<file path="src/rtl/mf_pkg.sv">
package mf_pkg;
    localparam int BYTE_W = 8;
    localparam int CRC_W  = 32;

    typedef enum logic [1:0] {
        ST_IDLE,
        ST_COLLECT,
        ST_DECIDE
    } mf_state_e;
endpackage

</file>
<file path="src/rtl/mf_crc_step.sv">
// One byte of a bit-reflected CRC, least significant data bit first.
module mf_crc_step
    import mf_pkg::*;
#(
    parameter logic [CRC_W-1:0] POLY = 32'hEDB88320
) (
    input  logic [CRC_W-1:0]  crc_in,
    input  logic [BYTE_W-1:0] data,
    output logic [CRC_W-1:0]  crc_out
);
    always_comb begin
        logic [CRC_W-1:0] c;
        logic             fb;
        c  = crc_in;
        fb = 1'b0;
        for (int i = 0; i < BYTE_W; i++) begin
            fb = c[0] ^ data[i];
            c  = c >> 1;
            if (fb) c = c ^ POLY;
        end
        crc_out = c;
    end
endmodule

</file>
<file path="src/rtl/mf_hash_lookup.sv">
// Picks one filter bit: upper index bits select the word, lower bits the bit.
module mf_hash_lookup #(
    parameter int WORD_W     = 16,
    parameter int FILT_WORDS = 4,
    localparam int IDX_W     = $clog2(FILT_WORDS * WORD_W),
    localparam int SEL_W     = $clog2(FILT_WORDS),
    localparam int BIT_W     = $clog2(WORD_W)
) (
    input  logic [IDX_W-1:0]             hash_idx,
    input  logic [FILT_WORDS*WORD_W-1:0] filter_bits,
    output logic                         hit
);
    logic [WORD_W-1:0] words [FILT_WORDS];

    for (genvar g = 0; g < FILT_WORDS; g++) begin : g_word
        assign words[g] = filter_bits[g*WORD_W +: WORD_W];
    end

    logic [SEL_W-1:0] word_sel;
    logic [BIT_W-1:0] bit_sel;

    assign word_sel = hash_idx[IDX_W-1 -: SEL_W];
    assign bit_sel  = hash_idx[BIT_W-1:0];
    assign hit      = words[word_sel][bit_sel];
endmodule

</file>
<file path="src/rtl/mf_station_cmp.sv">
// Compares one received byte against the matching station address byte.
module mf_station_cmp
    import mf_pkg::*;
#(
    parameter int ADDR_BYTES = 6,
    localparam int CNT_W     = $clog2(ADDR_BYTES + 1)
) (
    input  logic [CNT_W-1:0]             byte_idx,
    input  logic [BYTE_W-1:0]            data,
    input  logic [ADDR_BYTES*BYTE_W-1:0] station_addr,
    output logic                         eq
);
    logic [BYTE_W-1:0] sbytes [ADDR_BYTES];

    for (genvar g = 0; g < ADDR_BYTES; g++) begin : g_byte
        assign sbytes[g] = station_addr[g*BYTE_W +: BYTE_W];
    end

    always_comb begin
        eq = 1'b0;
        for (int k = 0; k < ADDR_BYTES; k++) begin
            if (int'(byte_idx) == k) eq = (data == sbytes[k]);
        end
    end
endmodule

</file>
<file path="src/rtl/mcast_addr_filter.sv">
module mcast_addr_filter
    import mf_pkg::*;
#(
    parameter int               ADDR_BYTES = 6,
    parameter int               WORD_W     = 16,
    parameter int               FILT_WORDS = 4,
    parameter logic [CRC_W-1:0] POLY       = 32'hEDB88320,
    localparam int              CNT_W      = $clog2(ADDR_BYTES + 1),
    localparam int              IDX_W      = $clog2(FILT_WORDS * WORD_W),
    localparam int              ADDR_W     = ADDR_BYTES * BYTE_W,
    localparam int              FILT_W     = FILT_WORDS * WORD_W
) (
    input  logic              clk,
    input  logic              rst_n,
    input  logic              rx_valid,
    input  logic              rx_first,
    input  logic [BYTE_W-1:0] rx_byte,
    input  logic [ADDR_W-1:0] station_addr,
    input  logic [FILT_W-1:0] filter_bits,
    input  logic              promisc,
    output logic              done,
    output logic              accept
);
    localparam logic [CNT_W-1:0] LAST_IDX = CNT_W'(ADDR_BYTES - 1);

    mf_state_e        state, state_n;
    logic [CRC_W-1:0] crc_q, crc_seed, crc_next;
    logic [CNT_W-1:0] cnt_q, cmp_idx;
    logic             group_q, match_q;
    logic             take, start, byte_eq, hash_hit;

    // A marked first byte always starts a frame; other bytes count only mid-frame.
    assign start    = rx_valid && rx_first;
    assign take     = start || (rx_valid && state == ST_COLLECT);
    assign crc_seed = start ? '1 : crc_q;
    assign cmp_idx  = start ? '0 : cnt_q;

    mf_crc_step #(.POLY(POLY)) u_crc (
        .crc_in  (crc_seed),
        .data    (rx_byte),
        .crc_out (crc_next)
    );

    mf_station_cmp #(.ADDR_BYTES(ADDR_BYTES)) u_cmp (
        .byte_idx     (cmp_idx),
        .data         (rx_byte),
        .station_addr (station_addr),
        .eq           (byte_eq)
    );

    mf_hash_lookup #(.WORD_W(WORD_W), .FILT_WORDS(FILT_WORDS)) u_hash (
        .hash_idx    (crc_q[CRC_W-1 -: IDX_W]),
        .filter_bits (filter_bits),
        .hit         (hash_hit)
    );

    // Next-state decode
    always_comb begin
        state_n = state;
        unique case (state)
            ST_IDLE:    if (start) state_n = ST_COLLECT;
            ST_COLLECT: if (!start && rx_valid && cnt_q == LAST_IDX)
                            state_n = ST_DECIDE;
            ST_DECIDE:  state_n = start ? ST_COLLECT : ST_IDLE;
            default:    state_n = ST_IDLE;
        endcase
    end

    // State register and frame datapath
    always_ff @(posedge clk) begin
        if (!rst_n) begin
            state   <= ST_IDLE;
            crc_q   <= '1;
            cnt_q   <= '0;
            group_q <= 1'b0;
            match_q <= 1'b0;
        end else begin
            state <= state_n;
            if (take) begin
                crc_q   <= crc_next;
                cnt_q   <= cmp_idx + CNT_W'(1);
                group_q <= start ? rx_byte[0] : group_q;
                match_q <= (start ? 1'b1 : match_q) && byte_eq;
            end
        end
    end

    // Outputs
    always_comb begin
        done   = (state == ST_DECIDE);
        accept = done && (promisc || (group_q ? hash_hit : match_q));
    end
endmodule

</file>
<file path="config.mk">
export PLATFORM = sky130hd
export DESIGN_NAME = mcast_addr_filter
export DESIGN_NICKNAME = d
export VERILOG_FILES = /design/src/rtl/mf_pkg.sv /design/src/rtl/mf_crc_step.sv /design/src/rtl/mf_hash_lookup.sv /design/src/rtl/mf_station_cmp.sv /design/src/rtl/mcast_addr_filter.sv
export SDC_FILE = /design/constraint.sdc
export NUM_CORES = 1
export LEC_CHECK = 0
export CELL_PAD_IN_SITES_DETAIL_PLACEMENT = 1
export CELL_PAD_IN_SITES_GLOBAL_PLACEMENT = 2
export CORE_MARGIN = 2
export CORE_UTILIZATION = 28
export CTS_CLUSTER_DIAMETER = 120
export DETAILED_ROUTE_END_ITERATION = 6
export GPL_TIMING_DRIVEN = 1
export PLACE_DENSITY = 0.88
export SETUP_SLACK_MARGIN = 0.5
export SYNTH_ARGS = -nofsm -noshare
export SYNTH_HDL_FRONTEND = slang
export SYNTH_SLANG_ARGS = --single-unit
</file>
<file path="constraint.sdc">
create_clock -name clk -period 3.9 [get_ports clk]
set_input_delay 1.17 -clock clk [delete_from_list [all_inputs] [get_ports clk]]
set_output_delay 1.17 -clock clk [all_outputs]
set_load 0.01 [all_outputs]
</file>
### After elaboration in Yosys (flattened, before gate mapping)

Cells that the tools add are included.

| word-level totals | value |
|---|---|
| flip-flop bits (word level) | 39 |
| input port bits | 125 |
| logic and storage cells | 81 |

| cells by class | value |
|---|---|
| add/sub/neg operators | 1 |
| reduce and logical (&&, ||, !) cells | 13 |
| order comparisons | 2 |
| eq/ne operators | 16 |
| bitwise logic cells | 17 |
| muxes and demuxes | 27 |

Operators with widths:

| cell | count |
|---|---|
| $mux 32 | 9 |
| $not 13->14 | 8 |
| $eq 8x8->1 | 6 |
| $bmux 16 s2 | 1 |
| $mux 16 | 2 |
| $eq 3x3->1 const B | 5 |
| $mux 1 | 10 |
| $xor 1x1->1 | 8 |
| $logic_and 1x1->1 | 6 |
| $pmux 2 s3 | 1 |
| $lt 4x5->1 const B | 1 |
| $bmux 1 s4 | 1 |
| $mux 2 | 2 |
| $reduce_and 2->1 | 2 |
| $add 3x1->3 const B | 1 |
| $eq 3x2->1 const B | 1 |
| $ge 3x3->1 const B | 1 |
| $logic_not 3->1 | 1 |
| $mux 3 | 1 |
| $not 2->3 | 1 |
| $eq 2x1->1 const B | 1 |
| $eq 2x2->1 const B | 1 |
| $logic_not 2->1 | 1 |
| $logic_or 1x1->1 | 2 |
| 3 further kinds | 3 |

### Depth between registers and ports, before layout

Gate-level depths: netlist of run 1.

| depth | value |
|---|---|
| depth in word-level cells | 18 |
| gate-level depth with buffers | 9 |
| gate-level depth less buffers | 7 |

### By module

A second synthesis of run 1 with hierarchy kept.

| unflattened totals | value |
|---|---|
| cells, all modules | 439 |
| area, all modules | 4,018.9 um2 |

Modules (own cells, without submodules):

| module | cells an instance | times used | sequential area each (um2) | area an instance (um2) |
|---|---|---|---|---|
| mcast_addr_filter | 222 | 1 | 780.7 | 2,004.4 |
| mf_crc_step | 70 | 1 | 0.0 | 769.5 |
| mf_station_cmp | 85 | 1 | 0.0 | 644.4 |
| mf_hash_lookup | 62 | 1 | 0.0 | 600.6 |

### Worst setup path after synthesis of run 1

Ideal clock, no wire load.

| path | value |
|---|---|
| path kind | input -> output |
| start | input port filter_bits[50] |
| end | output port accept |
| arrival | 2,580 ps |
| data required time | 2,730 ps |
| path slack | 150 ps |
| stages | 6 |
| cell sequence | mux4_1 -> mux4_2 -> nand2_1 -> o311ai_1 -> nor4b_2 -> nor3_1 |

| between the ends | value |
|---|---|
| word-level cells in the longest chain between the ends | 8 |

Ends and longest elaborated chain:

| element | line | RTL |
|---|---|---|
| from (decl) | mcast_addr_filter.sv:19 | `input logic [FILT_W-1:0] filter_bits,` |
| $bmux 16 s2 | mf_hash_lookup.sv:24 | `assign hit = words[word_sel][bit_sel];` |
| $mux 16 (implied by the code) (2 in a row) | mf_hash_lookup.sv:24 |  |
| $bmux 1 s4 | mf_hash_lookup.sv:24 |  |
| $mux 1 (implied by the code) | mf_hash_lookup.sv:24 |  |
| $mux 1 | mcast_addr_filter.sv:91 | `accept = done && (promisc \|\| (group_q ? hash_hit : match_q));` |
| $logic_or 1x1->1 | mcast_addr_filter.sv:91 |  |
| $logic_and 1x1->1 | mcast_addr_filter.sv:91 |  |
| to (decl) | mcast_addr_filter.sv:22 | `output logic accept` |

No other way between the ends. The select of a mux whose other input is x is not followed.

### Worst setup path after layout of run 1

| path | value |
|---|---|
| start | input port filter_bits[49] |
| end | output port accept |

The elaborated chain is that of the path after synthesis.

==> results.json, run 1 <==
{
  "htree_num_levels": 2,
  "holdCritStartpoint": "crc_q[19]",
  "fin_area_mm2": 0.00559,
  "layout_setup_ws_ps": -124,
  "ys.flop_type": "dfxtp_1",
  "yosysTopAreaCell": "dfxtp_1",
  "power_density_mw_per_mm2": 342,
  "power_leakage_nw": 2.17,
  "die_w_um": 123,
  "holdWs_ps": 494,
  "die_h_um": 123,
  "min_period_over_period_pct": 103,
  "layout.cells.most_common": "clkdlybuf4s50_1",
  "synthTopCellsByArea": "dfxtp_1 20%, xnor2_1 18%, xor2_1 8.6%",
  "cts_setup_buffers": 0,
  "finalClockSkew_ps": 5.64,
  "ys_seq_area_share_pct": 19.7,
  "dr_total_vias": 3709,
  "first_iter_violations": 172,
  "antenna_cells": 0,
  "antenna_found_initial": 0,
  "syn_area_mm2": 0.00396,
  "synth_enable_flop_cells": 0,
  "grt_max_degree": 60,
  "crit_type": "input pin to output port",
  "clkSlewWorstSetupHoldPaths_ps": 60,
  "portBuffers": 126,
  "gr-total-overflow": 0,
  "vias_per_cell": 4.99,
  "core_mm2": 0.0138,
  "worstSkewPairLatency_ps": 290,
  "pre_cts_slack_ps": -846,
  "slew_headroom_pct": 56.3,
  "synthCells": 441,
  "max-cap-violations": 0,
  "area_delta_synth_final_pct": 41.2,
  "io_pins": 127,
  "final_util_pct": 40.4,
  "ys_ff_latch": 39,
  "total_power_mw": 1.91,
  "die_area_mm2": 0.0151,
  "required_ps": 2730,
  "synth_top_area_share_pct": 19.7,
  "synth.avg_cell_area_um2": 8.98,
  "cts_root_buf": "clkbuf_16",
  "stdcell_count": 743,
  "drtPass1Iterations": 4,
  "dp_hpwl_um": 10600,
  "drive_gt1_share_pct": 16.2,
  "yosys.cell_types.count": 55,
  "clock_path_buffers": 2,
  "period_needed_ps": 4020,
  "cts_hold_buf": 0,
  "hold_path_class": "flip-flop to flip-flop",
  "worstReg2RegStart": "crc_q[0]",
  "synthArstFlopShare_pct": 0,
  "rows": 43,
  "peakVddDrop_mv": 0.165,
  "synth_nets": 569,
  "cp-startpoint": "filter_bits[49]",
  "crit_path_start_kind": "input pin",
  "grt_usage_pct": 18.1,
  "postRouteAntennaNets": 0,
  "mostFrequentLayoutCells": "97 x clkdlybuf4s50_1, 82 x xnor2_1, 39 x xor2_1, 39 x dfxtp_1, 38 x nand2_1",
  "rsz0062_at_grt": "true",
  "start_util_pct": 28.6,
  "worst_pin_slew_ps": 654,
  "outcome": "finished, violations left",
  "tritoncts": "yes",
  "routedWlPerCell_um": 18.3,
  "drc": 0,
  "routed_wirelength_um": 13600,
  "grt_pass1_vias": 3956,
  "numCtsBuffers": 5,
  "post-place-cells": 736,
  "violations": "setup timing",
  "nets": 691,
  "endpoint_kind": "output port",
  "grt_pass1_wl_um": 21100,
  "place_area_mm2": 0.00545,
  "report.final.slew_viol_count": 0,
  "path_max_fanout": 1,
  "finalHoldViolations": 0,
  "tns_ps": -124,
  "globalplace.congestion": 0.833,
  "cts_sinks": 39,
  "setup_violations": 1,
  "cp_data_arrival_time_ps": 2850,
  "max_clock_freq_mhz": 249,
  "yosys_warnings": 0
}
==> power by group <==
| group | internal [mW] | switching [mW] | leakage [nW] |
|---|---|---|---|
| sequential | 0.448 | 0.0644 | 0.323 |
| combinational | 0.525 | 0.453 | 1.77 |
| clock | 0.250 | 0.168 | 0.0727 |
| total | 1.22 | 0.686 | 2.17 |
==> path summary, 6_finish.rpt <==
check | endpoint | slack (ps) | cells after the start
setup / recovery | accept | -120 | 8
hold / removal | crc_q[19] | 490 | 2
setup reg to reg | crc_q[20] | 1560 | 6
hold reg to reg | crc_q[19] | 490 | 2
==> final cells by class <==
cell class	count	area, µm²
fillers	1639	8240
multi-input cells	360	3000
repair buffers	153	1420
flip-flops and latches	39	781
well taps	180	225
clock buffers	6	139
inverters	4	15.0
clock inverters	1	5.00
==> critical path, cell delays in order <==
cell      delay [ps]
buf_6             90
mux4_2           470
mux4_2           480
nand2_2           90
o311ai_4          90
nor4b_2          230
nor3_1            90
buf_2            150
==> registers in the layout, summed over array words and instances, names as in the netlist <==
register / count
state: 2
match_q: 1
crc_q: 32
cnt_q: 3
group_q: 1
==> cells in the mapped netlist, drive strengths merged (5+ instances only) <==
cell	count
nor4	9
a211oi	7
xnor2	88
mux2i	5
nand2	40
xor2	39
dfxtp	39
buf	24
a21oi	15
nand3	8
mux4	17
nor2	34
o21ai	12
clkbuf	14
xnor3	5
nor3	10
o211ai	32
==> timing repair <==
item,4_1_cts,5_1_grt
endpoints found under the setup margin,1,5
pin swaps,4,3
resized for setup,82,10
==> kinds of logic (layout without fill, tap and decap cells) <==
| kind of cell | count (synthesis) | in the layout | synth area share (%) |
|---|---|---|---|
| XOR/XNOR | 132 | 132 | 32.5 |
| adder cells (fa/ha/maj) | 3 | 3 | 0.948 |
| multiplexers | 23 | 23 | 11.9 |
| buffers and inverters | 42 | 164 | 5.72 |
| AO/OA/AOI/OAI | 78 | 78 | 14.4 |
| flip-flops | 39 | 39 | 19.7 |
| AND/OR/NAND/NOR | 124 | 124 | 14.9 |
==> layer usage <==
layer / vias to the layer above / part of all wire [%] / GRT usage (%)
met5: - / 0 / 0
met4: 0 / 0.70 / 3.02
met3: 7 / 8.1 / 4.29
met2: 124 / 49 / 32.9
met1: 1788 / 43 / 21.9
li1: 1790 / - / -
Power figures use the tool's default switching activity.
==> run 2: changes to the inputs <==
- CTS_CLUSTER_SIZE: unset -> 24
==> results of run 2 <==
Same layout as run 1: the final DEF is identical, and so are final timing and power.
